**config.mk**
```make
export PLATFORM = sky130hd
export DESIGN_NAME = cfg_type1_fwd_dec
export DESIGN_NICKNAME = d
export VERILOG_FILES = /design/src/rtl/cfgfwd_pkg.sv /design/src/rtl/cfgfwd_addr_split.sv /design/src/rtl/cfgfwd_range_chk.sv /design/src/rtl/cfgfwd_rules.sv /design/src/rtl/cfg_type1_fwd_dec.sv
export SDC_FILE = /design/constraint.sdc
export NUM_CORES = 1
export LEC_CHECK = 0
export BUFFER_PORTS_ARGS = -buffer_cell sky130_fd_sc_hd__buf_4
export CAP_MARGIN = 20
export CORE_MARGIN = 1.5
export CORE_UTILIZATION = 38
export DETAILED_ROUTE_END_ITERATION = 6
export GPL_TIMING_DRIVEN = 0
export PLACE_DENSITY = 0.8
export SYNTH_ARGS = -nofsm -noshare
export SYNTH_HDL_FRONTEND = slang
export SYNTH_SLANG_ARGS = --single-unit
export TNS_END_PERCENT = 10
```
**constraint.sdc**
```tcl
create_clock -name clk -period 2.3 [get_ports clk]
set_input_delay 0.23 -clock clk [delete_from_list [all_inputs] [get_ports clk]]
set_output_delay 0.23 -clock clk [all_outputs]
set_load 0.005 [all_outputs]
```
**src/rtl/cfgfwd_pkg.sv**
```systemverilog
package cfgfwd_pkg;

    typedef enum logic [1:0] {
        DEC_NONE    = 2'd0,
        DEC_DOWN    = 2'd1,
        DEC_UP      = 2'd2,
        DEC_SPECIAL = 2'd3
    } dec_e;

    localparam logic [3:0] CMD_CFG_RD  = 4'b1010;
    localparam logic [3:0] CMD_CFG_WR  = 4'b1011;
    localparam logic [3:0] CMD_SPC_CYC = 4'b0001;

    localparam logic [1:0] TYPE1_CODE  = 2'b01;
    localparam logic [4:0] DEV_ALL1    = 5'b11111;
    localparam logic [2:0] FN_ALL1     = 3'b111;

    typedef struct packed {
        dec_e dec;
        logic dly;
        logic one_beat;
    } verdict_t;

endpackage

```
**src/rtl/cfgfwd_addr_split.sv**
```systemverilog
module cfgfwd_addr_split #(
    parameter int AD_W  = 32,
    parameter int BUS_W = 8
) (
    input  logic [AD_W-1:0]  ad_i,
    output logic [BUS_W-1:0] bus_o,
    output logic [4:0]       dev_o,
    output logic [2:0]       fn_o,
    output logic [1:0]       kind_o
);
    localparam int BUS_LSB = 16;
    localparam int BUS_MSB = BUS_LSB + BUS_W - 1;

    always_comb begin
        bus_o  = ad_i[BUS_MSB:BUS_LSB];
        dev_o  = ad_i[15:11];
        fn_o   = ad_i[10:8];
        kind_o = ad_i[1:0];
    end
endmodule

```
**src/rtl/cfgfwd_range_chk.sv**
```systemverilog
module cfgfwd_range_chk #(
    parameter int BUS_W   = 8,
    parameter bit INCL_LO = 1'b1
) (
    input  logic [BUS_W-1:0] bus_i,
    input  logic [BUS_W-1:0] lo_i,
    input  logic [BUS_W-1:0] hi_i,
    output logic             inside_o
);
    logic lo_ok;

    generate
        if (INCL_LO) begin : g_incl
            always_comb lo_ok = (bus_i >= lo_i);
        end else begin : g_excl
            always_comb lo_ok = (bus_i > lo_i);
        end
    endgenerate

    always_comb inside_o = lo_ok && (bus_i <= hi_i);
endmodule

```
**src/rtl/cfgfwd_rules.sv**
```systemverilog
module cfgfwd_rules
    import cfgfwd_pkg::*;
#(
    parameter int BUS_W = 8
) (
    input  logic [BUS_W-1:0] bus_i,
    input  logic [4:0]       dev_i,
    input  logic [2:0]       fn_i,
    input  logic [1:0]       kind_i,
    input  logic [3:0]       cmd_i,
    input  logic             from_pri_i,
    input  logic [BUS_W-1:0] pri_bus_i,
    input  logic [BUS_W-1:0] sec_bus_i,
    input  logic             down_win_i,
    input  logic             bridge_win_i,
    output verdict_t         verdict_o
);
    logic is_rd, is_wr, is_cfg, is_t1, reserved_df;
    logic spc_down, spc_up, fwd_down, fwd_up;

    always_comb begin
        is_rd       = (cmd_i == CMD_CFG_RD);
        is_wr       = (cmd_i == CMD_CFG_WR);
        is_cfg      = is_rd || is_wr;
        is_t1       = (kind_i == TYPE1_CODE);
        reserved_df = (dev_i == DEV_ALL1) && (fn_i == FN_ALL1);

        spc_down = is_wr && reserved_df && (bus_i == sec_bus_i);
        spc_up   = is_wr && reserved_df && (bus_i == pri_bus_i);
        fwd_down = down_win_i;
        fwd_up   = is_wr && reserved_df && !bridge_win_i;

        verdict_o = '{dec: DEC_NONE, dly: 1'b0, one_beat: 1'b0};
        if (is_cfg && is_t1) begin
            if (from_pri_i) begin
                if (spc_down)      verdict_o.dec = DEC_SPECIAL;
                else if (fwd_down) verdict_o.dec = DEC_DOWN;
            end else begin
                if (spc_up)        verdict_o.dec = DEC_SPECIAL;
                else if (fwd_up)   verdict_o.dec = DEC_UP;
            end
        end
        verdict_o.dly = is_wr &&
            ((verdict_o.dec == DEC_DOWN) || (verdict_o.dec == DEC_UP));
        verdict_o.one_beat = verdict_o.dly || (verdict_o.dec == DEC_SPECIAL);
    end
endmodule

```
**src/rtl/cfg_type1_fwd_dec.sv**
```systemverilog
module cfg_type1_fwd_dec
    import cfgfwd_pkg::*;
#(
    parameter int AD_W  = 32,
    parameter int BUS_W = 8
) (
    input  logic             clk,
    input  logic             rst_n,
    input  logic [AD_W-1:0]  ad_i,
    input  logic [3:0]       cbe_i,
    input  logic             frame_i,
    input  logic             from_pri_i,
    input  logic [BUS_W-1:0] pri_bus_i,
    input  logic [BUS_W-1:0] sec_bus_i,
    input  logic [BUS_W-1:0] sub_bus_i,
    output logic [1:0]       dec_o,
    output logic             dly_o,
    output logic             one_beat_o
);
    typedef struct packed {
        logic     frame_seen;
        verdict_t v;
    } state_t;

    localparam state_t RESET_ST = '{frame_seen: 1'b0,
        v: '{dec: DEC_NONE, dly: 1'b0, one_beat: 1'b0}};

    logic [BUS_W-1:0] bus_w;
    logic [4:0]       dev_w;
    logic [2:0]       fn_w;
    logic [1:0]       kind_w;
    logic             down_win_w, bridge_win_w, capture_w;
    verdict_t         verdict_w;
    state_t           st_d, st_q;

    cfgfwd_addr_split #(.AD_W(AD_W), .BUS_W(BUS_W)) split_i (
        .ad_i(ad_i), .bus_o(bus_w), .dev_o(dev_w), .fn_o(fn_w), .kind_o(kind_w)
    );

    cfgfwd_range_chk #(.BUS_W(BUS_W), .INCL_LO(1'b0)) down_win_i (
        .bus_i(bus_w), .lo_i(sec_bus_i), .hi_i(sub_bus_i), .inside_o(down_win_w)
    );

    cfgfwd_range_chk #(.BUS_W(BUS_W), .INCL_LO(1'b1)) bridge_win_i (
        .bus_i(bus_w), .lo_i(sec_bus_i), .hi_i(sub_bus_i), .inside_o(bridge_win_w)
    );

    cfgfwd_rules #(.BUS_W(BUS_W)) rules_i (
        .bus_i(bus_w), .dev_i(dev_w), .fn_i(fn_w), .kind_i(kind_w),
        .cmd_i(cbe_i), .from_pri_i(from_pri_i),
        .pri_bus_i(pri_bus_i), .sec_bus_i(sec_bus_i),
        .down_win_i(down_win_w), .bridge_win_i(bridge_win_w),
        .verdict_o(verdict_w)
    );

    always_comb begin
        st_d            = st_q;
        capture_w       = frame_i && !st_q.frame_seen;
        st_d.frame_seen = frame_i;
        if (capture_w) st_d.v = verdict_w;
    end

    always_ff @(posedge clk) begin
        if (!rst_n) st_q <= RESET_ST;
        else        st_q <= st_d;
    end

    always_comb begin
        dec_o      = st_q.v.dec;
        dly_o      = st_q.v.dly;
        one_beat_o = st_q.v.one_beat;
    end

    // a non-Type-1 address never yields an action
    a_r1_not_type1: assert property (@(posedge clk) disable iff (!rst_n)
        (capture_w && ad_i[1:0] != 2'b01) |=> (dec_o == 2'd0));

    // an upstream read is never forwarded or converted
    a_r3_up_read_blocked: assert property (@(posedge clk) disable iff (!rst_n)
        (capture_w && !from_pri_i && cbe_i == CMD_CFG_RD) |=> (dec_o == 2'd0));

    // commands other than configuration read/write give no action
    a_r6_other_cmd: assert property (@(posedge clk) disable iff (!rst_n)
        (capture_w && cbe_i != CMD_CFG_RD && cbe_i != CMD_CFG_WR) |=> (dec_o == 2'd0));

    // the delayed flag only accompanies a forward with the single-beat flag
    a_r7_dly_implies_fwd: assert property (@(posedge clk) disable iff (!rst_n)
        dly_o |-> (one_beat_o && (dec_o == 2'd1 || dec_o == 2'd2)));

    // outputs hold outside the first strobe cycle
    a_r8_hold: assert property (@(posedge clk) disable iff (!rst_n)
        !capture_w |=> ($stable(dec_o) && $stable(dly_o) && $stable(one_beat_o)));

    // a downstream forward lands inside the exclusive window
    a_r2_down_window: assert property (@(posedge clk) disable iff (!rst_n)
        (capture_w && from_pri_i && !(bus_w > sec_bus_i && bus_w <= sub_bus_i)
         && !(bus_w == sec_bus_i)) |=> (dec_o == 2'd0));
endmodule

```
==> results of run 1 <==
state kept, by name, indices dropped and copies added (netlist names):
signal / cells
dly_o: 1
st_q: 1
dec_o: 2
one_beat_o: 1
through the flow:
stage	instances	hold WS, ns	TNS, ns	setup WS, ns	power, mW
2_1_floorplan	107	0.352	0	0.224	0.171
3_3_place_gp	187	0.450	-0.0490	-0.0490	0.255
3_5_place_dp	187	0.464	-0.0729	-0.0729	0.263
4_1_cts	191	0.210	0	0.160	0.369
5_1_grt	191	0.226	-0.000366	-0.000366	0.395
6_report	191	0.220	0	0.194	0.365
critical path, cell delays in order:
cell and delay, ns:
buf_4 0.12, ha_1 0.30, nor2b_1 0.14, o211ai_1 0.17, a21oi_1 0.10, o22ai_1 0.21, a21oi_2 0.12, nor3b_2 0.20
ha_1 0.25, and3_1 0.16, nor3_1 0.17, nor2_1 0.07
timing repair:
action | 4_1_cts | 5_1_grt
setup endpoints to repair | 0 | 1
hold endpoints to repair | 0 | 0
gates resized for setup | 0 | 2
layout make-up:
type                    instances  area share
clock buffers                   4      0.0204
repair buffers                 53       0.309
well taps                      27      0.0262
inverters                      15      0.0437
multi-input cells              85       0.512
flip-flops and latches          5      0.0777
plain buffers                   2      0.0117
per-layer routing:
| layer | track usage | part of all wire |
|---|---|---|
| met4 | 0.0926 | 0.016 |
| met2 | 0.358 | 0.52 |
| met5 | 0 | 0 |
| met1 | 0.221 | 0.40 |
| met3 | 0.0273 | 0.066 |
worst paths after layout:
kind	start	end	cells after the start
max	ad_i[17]	one_beat_o$_SDFFE_PN0P_	12
min reg2reg	dly_o$_SDFFE_PN0P_	dly_o$_SDFFE_PN0P_	2
max reg2reg	st_q[4]$_SDFF_PN0_	dec_o[1]$_SDFFE_PN0P_	4
min	frame_i	st_q[4]$_SDFF_PN0_	2
layout by cell type (no fill, tap or decap), types with 3 or more instances in the layout:
| cell | netlist | final |
|---|---|---|
| nor2_1 | 4 | 4 |
| nand2_1 | 5 | 5 |
| nand4_1 | 7 | 7 |
| dfxtp_1 | 5 | 5 |
| o21ai_0 | 3 | 3 |
| nor2b_1 | 4 | 4 |
| clkbuf_4 | 0 | 3 |
| buf_4 | 2 | 55 |
| ha_1 | 17 | 17 |
| a21oi_1 | 10 | 9 |
| nand3_1 | 5 | 5 |
| xnor2_1 | 8 | 8 |
| inv_1 | 15 | 15 |
report_power, final:
group          internal, mW  switching [mW]
Combinational         0.101          0.0726
Sequential           0.0891         0.00104
Clock                0.0656          0.0359
kinds of logic (layout without fill, tap and decap cells):
| logic type | Yosys count | count (layout) | share of synthesized area |
|---|---|---|---|
| simple gates | 37 | 37 | 0.262 |
| compound gates | 23 | 23 | 0.186 |
| fa+ha+maj | 17 | 17 | 0.259 |
| buf+inv | 17 | 74 | 0.0867 |
| xor+xnor | 8 | 8 | 0.0852 |
| flops | 5 | 5 | 0.122 |
==> qor_table.md, run 1 <==
| Quantity | Reported | Unit |
|---|---|---|
| Result of the run | complete, no violations | - |
| Number of flops mapped to enable cells by yosys | 0 | - |
| Leakage power of the design | 0.683 | nW |
| Area of the multi-input gates | 659 | um2 |
| Vertical die dimension | 49.5 | um |
| Class of the tightest hold or removal check | in -> reg | - |
| Clock edge transition at the registers on the reported setup and hold paths | 0.04 | ns |
| Synthesized netlist cell count | 107 | - |
| Core region area | 0.00200 | mm2 |
| Top cells by area in the synthesized netlist | ha_1, dfxtp_1, xnor2_1, inv_1, a21oi_1 | - |
| All-layer global routing usage | 0.196 | - |
| Worst-case headroom to the max-slew limit | 0.814 | - |
| Initial Util | 0.411 | - |
| Number of buffers added for setup after CTS | 0 | - |
| Number of buffers created by CTS | 3 | - |
| First-pass GRT wire length | 3870 | um |
| CP Capture Type | flop | - |
| X dimension of the die | 49.5 | um |
| Placed Area | 0.00125 | mm2 |
| Number of DRC violations after detailed-routing iteration 0 | 13 | - |
| Final non-filler cell area | 0.00129 | mm2 |
| Initial antenna violation count | 0 | - |
| Max FO, Critical Path | 3 | - |
| CP Class | in -> reg | - |
| Number of global-route vias before repair | 999 | - |
| Total via count in the routed design | 958 | - |
| Cell taking the most area after synthesis | ha_1 | - |
| Leading post-synthesis cells by instance count | ha_1, inv_1, a21oi_1, xnor2_1, nand4_1 | - |
| Clock tree from TritonCTS | done | - |
| Number of nets in the final layout | 246 | - |
| Maximum number of pins on one net before global-route repair | 8 | - |
| Fraction of final layout cells sized beyond drive strength 1 | 0.396 | - |
| Clock net sink count | 5 | - |
| Arrival time worst endpoint | 2.24 | ns |
| Ratio of final minimum period to clock period | 0.916 | - |
| H-tree depth | 1 | - |
| Fill cells | 181 | - |
| Cell variety after synth | 31 | - |
| Layout-stage area growth over the synthesis result | 56.8 | % |
| Minimum clock period | 2.11 | ns |
| Synth warnings | 0 | - |
| Area occupied by registers | 100 | um2 |
| Setup slack, reg-to-reg | 1.31 | ns |
| Residual DRC | 0 | - |
| Count of buffers inserted at the top-level ports | 53 | - |
| Hold violation count in the final report | 0 | - |
| Hold-fix buffers, CTS | 0 | - |
| Number of placement rows | 16 | - |
| Required time of the worst setup path | 2.43 | ns |
| Transition at the pin with the smallest max-transition slack | 0.276 | ns |
| Final wirelength | 2170 | um |
| Final Core Density | 0.644 | - |
| Library cell used as clock root buffer | clkbuf_4 | - |
| Average wire per cell in the routed design | 11.4 | um |
| Primary FF master, synth | dfxtp_1 | - |
| Seq/Total Area, Yosys | 0.122 | - |
| Number of synthesized register bits | 5 | - |
| Total global routing overflow | 0 | - |
| # diodes | 0 | - |
| Final setup viols | 0 | - |
| Routed via count divided by cell count | 5.02 | - |
| Final RePlAce weighted congestion | 0.781 | - |
| Final number of max-transition violations | 0 | - |
| Async set-reset flop share out of synthesis | 0 | - |
| Fraction of synthesized cell area taken by the top area cell type | 0.259 | - |
| Maximum count of clock buffers along a single path | 2 | - |
| Library cell with the highest instance count after synthesis | ha_1 | - |
| Synthesized area | 822 | um2 |
| DP HPWL | 1930 | um |
| Number of max-cap violations | 0 | - |
| Nets in the synthesized netlist | 188 | - |
| Clock insertion delay at the later pin of the skew report | 0.24 | ns |
| Worst vdd rail ir drop | 0.000207 | V |
| Startpoint type of the worst setup path | input pin | - |
| Average cell area after synthesis | 7.68 | um2 |
| Worst Clk Skew | 0.000820 | ns |
| Number of ports placed on the die boundary | 68 | - |
| Power density normalized to cell area | 284 | mW/mm2 |
| Full die area | 0.00245 | mm2 |
| Number of search-and-repair iterations in the first detailed-routing pass | 4 | - |
| Final ANT Viol Nets | 0 | - |
| Maximum achievable frequency | 475 | MHz |
Power figures use the tool's default switching activity.
==> run 2: changes to the inputs <==
--- a/config.mk
+++ b/config.mk
@@ -5,13 +5,14 @@
 export SDC_FILE = /design/constraint.sdc
 export NUM_CORES = 1
 export LEC_CHECK = 0
+export ABC_AREA = 1
 export BUFFER_PORTS_ARGS = -buffer_cell sky130_fd_sc_hd__buf_4
 export CAP_MARGIN = 20
 export CORE_MARGIN = 1.5
-export CORE_UTILIZATION = 38
+export CORE_UTILIZATION = 40
 export DETAILED_ROUTE_END_ITERATION = 6
 export GPL_TIMING_DRIVEN = 0
-export PLACE_DENSITY = 0.8
+export PLACE_DENSITY = 0.81
 export SYNTH_ARGS = -nofsm -noshare
 export SYNTH_HDL_FRONTEND = slang
 export SYNTH_SLANG_ARGS = --single-unit
==> qor_table.md, run 2 <==
| Quantity | Reported | Unit | vs previous |
|---|---|---|---|
| Result of the run | complete, no violations | - |  |
| Setup TNS | 0 | ns | unchanged |
| Required time of the worst setup path | 2.42 | ns | about the same |
| CP Capture Type | flop | - |  |
| Final wirelength | 1960 | um | -9.8% |
| Non-Filler Instances | 227 | - | +19% |
| Residual DRC | 0 | - | unchanged |
| Final RePlAce weighted congestion | 0.701 | - | -10% |
| Async set-reset flop share out of synthesis | 0 | - | unchanged |
| Number of DRC violations after detailed-routing iteration 0 | 3 | - | -10 |
| Power consumption | 0.387 | mW | +6.0% |
| Maximum number of pins on one net before global-route repair | 9 | - | +1 |
| Number of buffers created by CTS | 3 | - | unchanged |
| Number of stages on the worst hold path | 3 | - | +1 |
| Number of global-route vias before repair | 959 | - | -4.0% |
| Placed Area | 0.00134 | mm2 | +6.7% |
| Final number of max-transition violations | 0 | - | unchanged |
| Initial Util | 0.417 | - | +0.00633 |
| Nets in the synthesized netlist | 223 | - | +19% |
| Smallest setup slack after layout | 0.432 | ns | +0.238 ns |
| Hold_ws | 0.181 | ns | -0.0390 ns |
| Primary FF master, synth | dfxtp_1 | - |  |
| Library cell used as clock root buffer | clkbuf_4 | - |  |
| Maximum achievable frequency | 535 | MHz | +13% |
| Average wire per cell in the routed design | 8.61 | um | -24% |
| Worst-case headroom to the max-slew limit | 0.651 | - | -0.163 |
| Maximum count of clock buffers along a single path | 2 | - | unchanged |
| # diodes | 0 | - | unchanged |
| Cells on worst reg2reg path | 4 | - | unchanged |
| Routed via count divided by cell count | 4.44 | - | -11% |
| Average cell area after synthesis | 6.37 | um2 | -17% |
| Area occupied by registers | 100 | um2 | unchanged |
| Startpoint type of the worst setup path | input pin | - |  |
| Synthesized area | 905 | um2 | +10% |
| Clock edge transition at the registers on the reported setup and hold paths | 0.04 | ns | about the same |
| Fraction of final layout cells sized beyond drive strength 1 | 0.377 | - | -0.0195 |
| Unrepaired setup endpoints after global routing | no | - |  |
| Worst-case setup slack after placement | 0.209 | ns | +0.282 ns |
| Total via count in the routed design | 1008 | - | +5.2% |
| Number of placement rows | 17 | - | +1 |
| Clock insertion delay at the later pin of the skew report | 0.24 | ns | about the same |
| Ratio of final minimum period to clock period | 0.812 | - | -0.104 |
| Leakage power of the design | 0.812 | nW | +19% |
| Number of search-and-repair iterations in the first detailed-routing pass | 3 | - | -1 |
| Top cells by area in the synthesized netlist | ha_1, nand2_1, inv_1, dfxtp_1, xnor2_1 | - |  |
| Number of synthesized register bits | 5 | - | unchanged |
| Vertical die dimension | 50.6 | um | +2.1% |
| DP HPWL | 1830 | um | -5.0% |
| H-tree depth | 1 | - | unchanged |
| X dimension of the die | 50.6 | um | +2.1% |
| Number of max-cap violations | 0 | - | unchanged |
| Final non-filler cell area | 0.00136 | mm2 | +5.8% |
| Number of ports placed on the die boundary | 68 | - | unchanged |
| Most frequent cells in the layout | buf_4, nand2_1, inv_1 | - |  |
| Final ANT Viol Nets | 0 | - | unchanged |
| Core region area | 0.00217 | mm2 | +8.4% |
| Setup slack, reg-to-reg | 1.13 | ns | -0.18 ns |
| Clock tree from TritonCTS | done | - |  |
| Number of buffers added for setup after CTS | 0 | - | unchanged |
| Final Core Density | 0.629 | - | -0.0151 |
| Number of flops mapped to enable cells by yosys | 0 | - | unchanged |
| Full die area | 0.00256 | mm2 | +4.3% |
| Cell variety after synth | 21 | - | -32% |
| Initial antenna violation count | 0 | - | unchanged |
| Arrival time worst endpoint | 1.99 | ns | -0.25 ns |
| All-layer global routing usage | 0.171 | - | -0.0252 |
| Library cell with the highest instance count after synthesis | nand2_1 | - |  |
| Flip-flop count of the largest register after layout | 2 | - | unchanged |
| Worst Clk Skew | 0.00156 | ns | +0.000742 ns |
| Leading post-synthesis cells by instance count | nand2_1, inv_1, ha_1, xnor2_1 | - |  |
| # resized after CTS | 0 | - | unchanged |
| Number of nets in the final layout | 281 | - | +14% |
| Synth warnings | 0 | - | unchanged |
| Power density normalized to cell area | 284 | mW/mm2 | +0.15% |
| Minimum clock period | 1.87 | ns | -0.238 ns |
| Hold-fix buffers, CTS | 0 | - | unchanged |
| Count of buffers inserted at the top-level ports | 53 | - | unchanged |
| Class of the tightest hold or removal check | in -> reg | - |  |
| Number of placed cells counting well taps | 223 | - | +19% |
| Seq/Total Area, Yosys | 0.111 | - | -0.0111 |
| Fill cells | 205 | - | +13% |
| Most common library cell in the layout ignoring fill and taps | buf_4 | - |  |
| Worst vdd rail ir drop | 0.000209 | V | +0.91% |
| Fraction of synthesized cell area taken by the top area cell type | 0.235 | - | -0.0236 |
| Transition at the pin with the smallest max-transition slack | 0.522 | ns | +0.246 ns |
| Total global routing overflow | 0 | - | unchanged |
| Max FO, Critical Path | 3 | - | unchanged |
| Layout-stage area growth over the synthesis result | 50.8 | % |  |
| Synthesized netlist cell count | 142 | - | +33% |
| Hold violation count in the final report | 0 | - | unchanged |
| First-pass GRT wire length | 3460 | um | -11% |
| Cell taking the most area after synthesis | ha_1 | - |  |
| Area of the multi-input gates | 669 | um2 | +1.5% |
| Clock net sink count | 5 | - | unchanged |
| Final setup viols | 0 | - | unchanged |
| CP Class | in -> reg | - |  |
## run 2: cell types whose count changed after synthesis, moves of 4 or more
| cell | before | now |
|---|---|---|
| inv_1 | 15 | 31 |
| nand2_1 | 5 | 37 |
| nor2b_1 | 4 | 0 |
| nand4_1 | 7 | 1 |
| nor2_2 | 0 | 7 |
| a21oi_1 | 10 | 5 |
## run 2: final timing paths
| check | startpoint | endpoint |
|---|---|---|
| setup / recovery | ad_i[21] | one_beat_o$_SDFFE_PN0P_ |
| hold reg to reg | one_beat_o$_SDFFE_PN0P_ | one_beat_o$_SDFFE_PN0P_ |
| hold / removal | frame_i | st_q[4]$_SDFF_PN0_ |
| setup reg to reg | st_q[4]$_SDFF_PN0_ | one_beat_o$_SDFFE_PN0P_ |
## run 2: layer usage
metal | GRT usage | up-vias | share of wire | wire (um)
li1 | - | 553 | - | -
met2 | 0.362 | 30 | 0.55 | 1080
met3 | 0.0149 | 0 | 0.054 | 105
met1 | 0.172 | 425 | 0.40 | 773
met5 | 0 | - | 0 | 0
met4 | 0.0405 | 0 | 0 | 0
## run 2: cell families after synthesis
group | synth area share
AND/OR/NAND/NOR | 0.322
flip-flops | 0.111
adder cells (fa/ha/maj) | 0.235
buffers and inverters | 0.149
XOR/XNOR | 0.0775
AO/OA/AOI/OAI | 0.105
## run 2: cell type report
| class | instances | share of cell area |
|---|---|---|
| sequential | 5 | 0.0734 |
| tap | 28 | 0.0257 |
| timing repair buffer | 53 | 0.292 |
| inverter | 32 | 0.0881 |
| clock buffer | 4 | 0.0193 |
| buffer | 2 | 0.0110 |
| multi-input combinational | 103 | 0.491 |
## run 2: critical path, cell delays in order
cell and delay [ns]:
buf_4 0.12, ha_1 0.30, a21oi_1 0.15, nor2_1 0.05, nor2_1 0.10, nand2_1 0.06, nand2_1 0.08, nand2_1 0.05
nand2_1 0.07, nand2_2 0.05, nand2_2 0.06, inv_1 0.04, ha_1 0.26, nand2_1 0.08, nand2_1 0.06, o221ai_1 0.18
inv_1 0.06
## run 2: power by group
group / total, mW / internal, mW / leakage (nW) / switching [mW]
Clock: 0.0986 / 0.0654 / 0.0150 / 0.0331
Combinational: 0.194 / 0.110 / 0.756 / 0.0842
Sequential: 0.0948 / 0.0923 / 0.0413 / 0.00247
==> run 3: changes to the inputs <==
--- a/config.mk
+++ b/config.mk
@@ -9,10 +9,10 @@
 export BUFFER_PORTS_ARGS = -buffer_cell sky130_fd_sc_hd__buf_4
 export CAP_MARGIN = 20
 export CORE_MARGIN = 1.5
-export CORE_UTILIZATION = 40
+export CORE_UTILIZATION = 36
 export DETAILED_ROUTE_END_ITERATION = 6
 export GPL_TIMING_DRIVEN = 0
-export PLACE_DENSITY = 0.81
+export PLACE_DENSITY = 0.77
 export SYNTH_ARGS = -nofsm -noshare
 export SYNTH_HDL_FRONTEND = slang
 export SYNTH_SLANG_ARGS = --single-unit
==> constraint.sdc (replaced) <==
create_clock -name clk -period 1.7 [get_ports clk]
set_input_delay 0.17 -clock clk [delete_from_list [all_inputs] [get_ports clk]]
set_output_delay 0.17 -clock clk [all_outputs]
set_load 0.005 [all_outputs]
==> qor_table.md, run 3 (synthesis gave the netlist of run 2 again) <==
| Quantity | Reported | Unit | vs previous |
|---|---|---|---|
| Result of the run | complete, no violations | - |  |
| Average wire per cell in the routed design | 10.1 | um | +17% |
| Number of DRC violations after detailed-routing iteration 0 | 5 | - | +2 |
| Number of placement rows | 17 | - | unchanged |
| Transition at the pin with the smallest max-transition slack | 0.631 | ns | +0.109 ns |
| Final setup viols | 0 | - | unchanged |
| Worst vdd rail ir drop | 0.000337 | V | +61% |
| Setup TNS | 0 | ns | unchanged |
| Required time of the worst setup path | 1.83 | ns | -0.59 ns |
| Final RePlAce weighted congestion | 0.702 | - | about the same |
| FF-to-FF End | one_beat_o$_SDFFE_PN0P_ | - |  |
| Number of max-cap violations | 0 | - | unchanged |
| Most common library cell in the layout ignoring fill and taps | buf_4 | - |  |
| Crit-path cells | buf_4 > ha_4 > nand2_4 > nor2_4 > nand4_1 > nand2_2 > nand2_1 > nand2_1 > nand2_2 > nand2_2 > inv_2 > ha_4 > nand2_4 > nand2_2 > o221ai_2 > inv_1 | - |  |
| Fill cells | 180 | - | -12% |
| Reg-to-reg critical path startpoint | st_q[4]$_SDFF_PN0_ | - |  |
| Leakage power of the design | 0.844 | nW | +3.9% |
| Final Core Density | 0.741 | - | +0.113 |
| Most frequent cell on the critical path | nand2_2 | - |  |
| Final wirelength | 2300 | um | +17% |
| Maximum count of clock buffers along a single path | 2 | - | unchanged |
| Number of search-and-repair iterations in the first detailed-routing pass | 4 | - | +1 |
| Most frequent cells in the layout | buf_4, nand2_1, ha_4 | - |  |
| Hold_ws | 0.131 | ns | -0.0506 ns |
| Layout-stage area growth over the synthesis result | 88.2 | % |  |
| Class of the tightest hold or removal check | in -> reg | - |  |
| Critical path depth in cells | 16 | - | -1 |
| Clock edge transition at the registers on the reported setup and hold paths | 0.04 | ns | about the same |
| Ratio of final minimum period to clock period | 0.976 | - |  |
| Maximum achievable frequency | 603 | MHz |  |
| Final number of max-transition violations | 0 | - | unchanged |
| Worst-case headroom to the max-slew limit | 0.578 | - | -0.0729 |
| Flip-flop count of the largest register after layout | 2 | - | unchanged |
| X dimension of the die | 53.1 | um | +5.1% |
| Minimum clock period | 1.66 | ns |  |
| Hold-fix buffers, CTS | 0 | - | unchanged |
| Library cell used as clock root buffer | clkbuf_4 | - |  |
| Hold violation count in the final report | 0 | - | unchanged |
| Total global routing overflow | 0 | - | unchanged |
| Initial antenna violation count | 0 | - | unchanged |
| Maximum number of pins on one net before global-route repair | 9 | - | unchanged |
| All-layer global routing usage | 0.172 | - | +0.00175 |
| Setup slack, reg-to-reg | 0.47 | ns | -0.66 ns |
| Full die area | 0.00282 | mm2 | +10% |
| Count of buffers inserted at the top-level ports | 53 | - | unchanged |
| Max FO, Critical Path | 3 | - | unchanged |
| Vertical die dimension | 53.1 | um | +5.1% |
| Capturing instance or port of the critical path | one_beat_o$_SDFFE_PN0P_ | - |  |
| Fraction of final layout cells sized beyond drive strength 1 | 0.620 | - | +0.243 |
| Cells on worst reg2reg path | 4 | - | unchanged |
| Clock insertion delay at the later pin of the skew report | 0.23 | ns | about the same |
| # diodes | 0 | - | unchanged |
| Arrival time worst endpoint | 1.78 | ns | -0.21 ns |
| First-pass GRT wire length | 3610 | um | +4.4% |
| CP Class | in -> reg | - |  |
| Worst Clk Skew | 0.0000983 | ns | -0.00146 ns |
| Clock tree from TritonCTS | done | - |  |
| Core region area | 0.00230 | mm2 | +5.9% |
| Routed via count divided by cell count | 4.57 | - | +3.0% |
| Power density normalized to cell area | 368 | mW/mm2 | +30% |
| H-tree depth | 1 | - | unchanged |
| Origin of the worst setup path | ad_i[22] | - |  |
| Cell family with the largest share of critical-path delay | simple AND/OR/NAND/NOR gates | - |  |
| Initial Util | 0.394 | - | -0.0232 |
| Smallest setup slack after layout | 0.0413 | ns | -0.391 ns |
| Number of global-route vias before repair | 1011 | - | +5.4% |
| Clock net sink count | 5 | - | unchanged |
| Final ANT Viol Nets | 0 | - | unchanged |
| Slowest Stage Delay on Critical Path | 0.27 | ns | -0.03 ns |
| Slowest stage cell on the critical path | ha_4 | - |  |
| Number of nets in the final layout | 282 | - | +0.36% |
| Startpoint type of the worst setup path | input pin | - |  |
| DP HPWL | 2100 | um | +15% |
| Number of buffers created by CTS | 3 | - | unchanged |
| Worst-case setup slack after placement | -0.295 | ns | -0.504 ns |
| Power consumption | 0.626 | mW | +62% |
| CP Capture Type | flop | - |  |
| WP buf/inv | 3 | - | unchanged |
| Residual DRC | 0 | - | unchanged |
| Total via count in the routed design | 1043 | - | +3.5% |
| Unrepaired setup endpoints after global routing | yes | - |  |
| Number of ports placed on the die boundary | 68 | - | unchanged |
run 3: tightest hold or removal path, cell delays in order:
cell and delay [ns]:
buf_4 0.08, nand2_1 0.04, inv_1 0.04
run 3: worst min path at each step:
| stage | startpoint | end | slack (ns) | cells after the start |
|---|---|---|---|---|
| finish | frame_i | st_q[4]$_SDFF_PN0_ | 0.13 | 3 |
| global route | frame_i | st_q[4]$_SDFF_PN0_ | 0.13 | 3 |
| CTS | frame_i | st_q[4]$_SDFF_PN0_ | 0.12 | 3 |
| detailed placement | frame_i | st_q[4]$_SDFF_PN0_ | 0.38 | 3 |
| global placement | frame_i | st_q[4]$_SDFF_PN0_ | 0.36 | 3 |
| floorplan | frame_i | st_q[4]$_SDFF_PN0_ | 0.26 | 2 |
run 3: layout make-up:
class	count	area, um2	share of cell area
Multi-Input combinational cell	103	927	0.544
Clock buffer	4	26.3	0.0154
Inverter	32	155	0.0911
Timing Repair Buffer	54	444	0.261
Sequential cell	5	100	0.0588
Buffer	2	15.0	0.00882
Tap cell	28	35.0	0.0206
run 3: power breakdown:
part	internal, mW	switching, mW	total [mW]
registers	0.125	0.00337	0.128
clock network	0.0884	0.0430	0.131
logic	0.204	0.162	0.367
run 3: stage by stage:
step | std cells | area (um2)
after global placement | 223 | 1570
after CTS | 228 | 1620
after floorplan | 142 | 1140
after global routing | 228 | 1700
final | 228 | 1700
after detailed placement | 223 | 1570
run 3: what timing repair did:
item / CTS / global route
setup buffers: 1 / 0
endpoints found under the setup margin: 1 / 2
pin swaps: 12 / 19
resized for setup: 4 / 24
run 3: routing by layer:
metal  global-route usage  up-vias  wire length (um)
met3               0.0169        2                85
met1                0.169      460               857
li1                     -      554                 -
met5                    0        -                 0
met2                0.348       27              1340
met4               0.0855        0                10
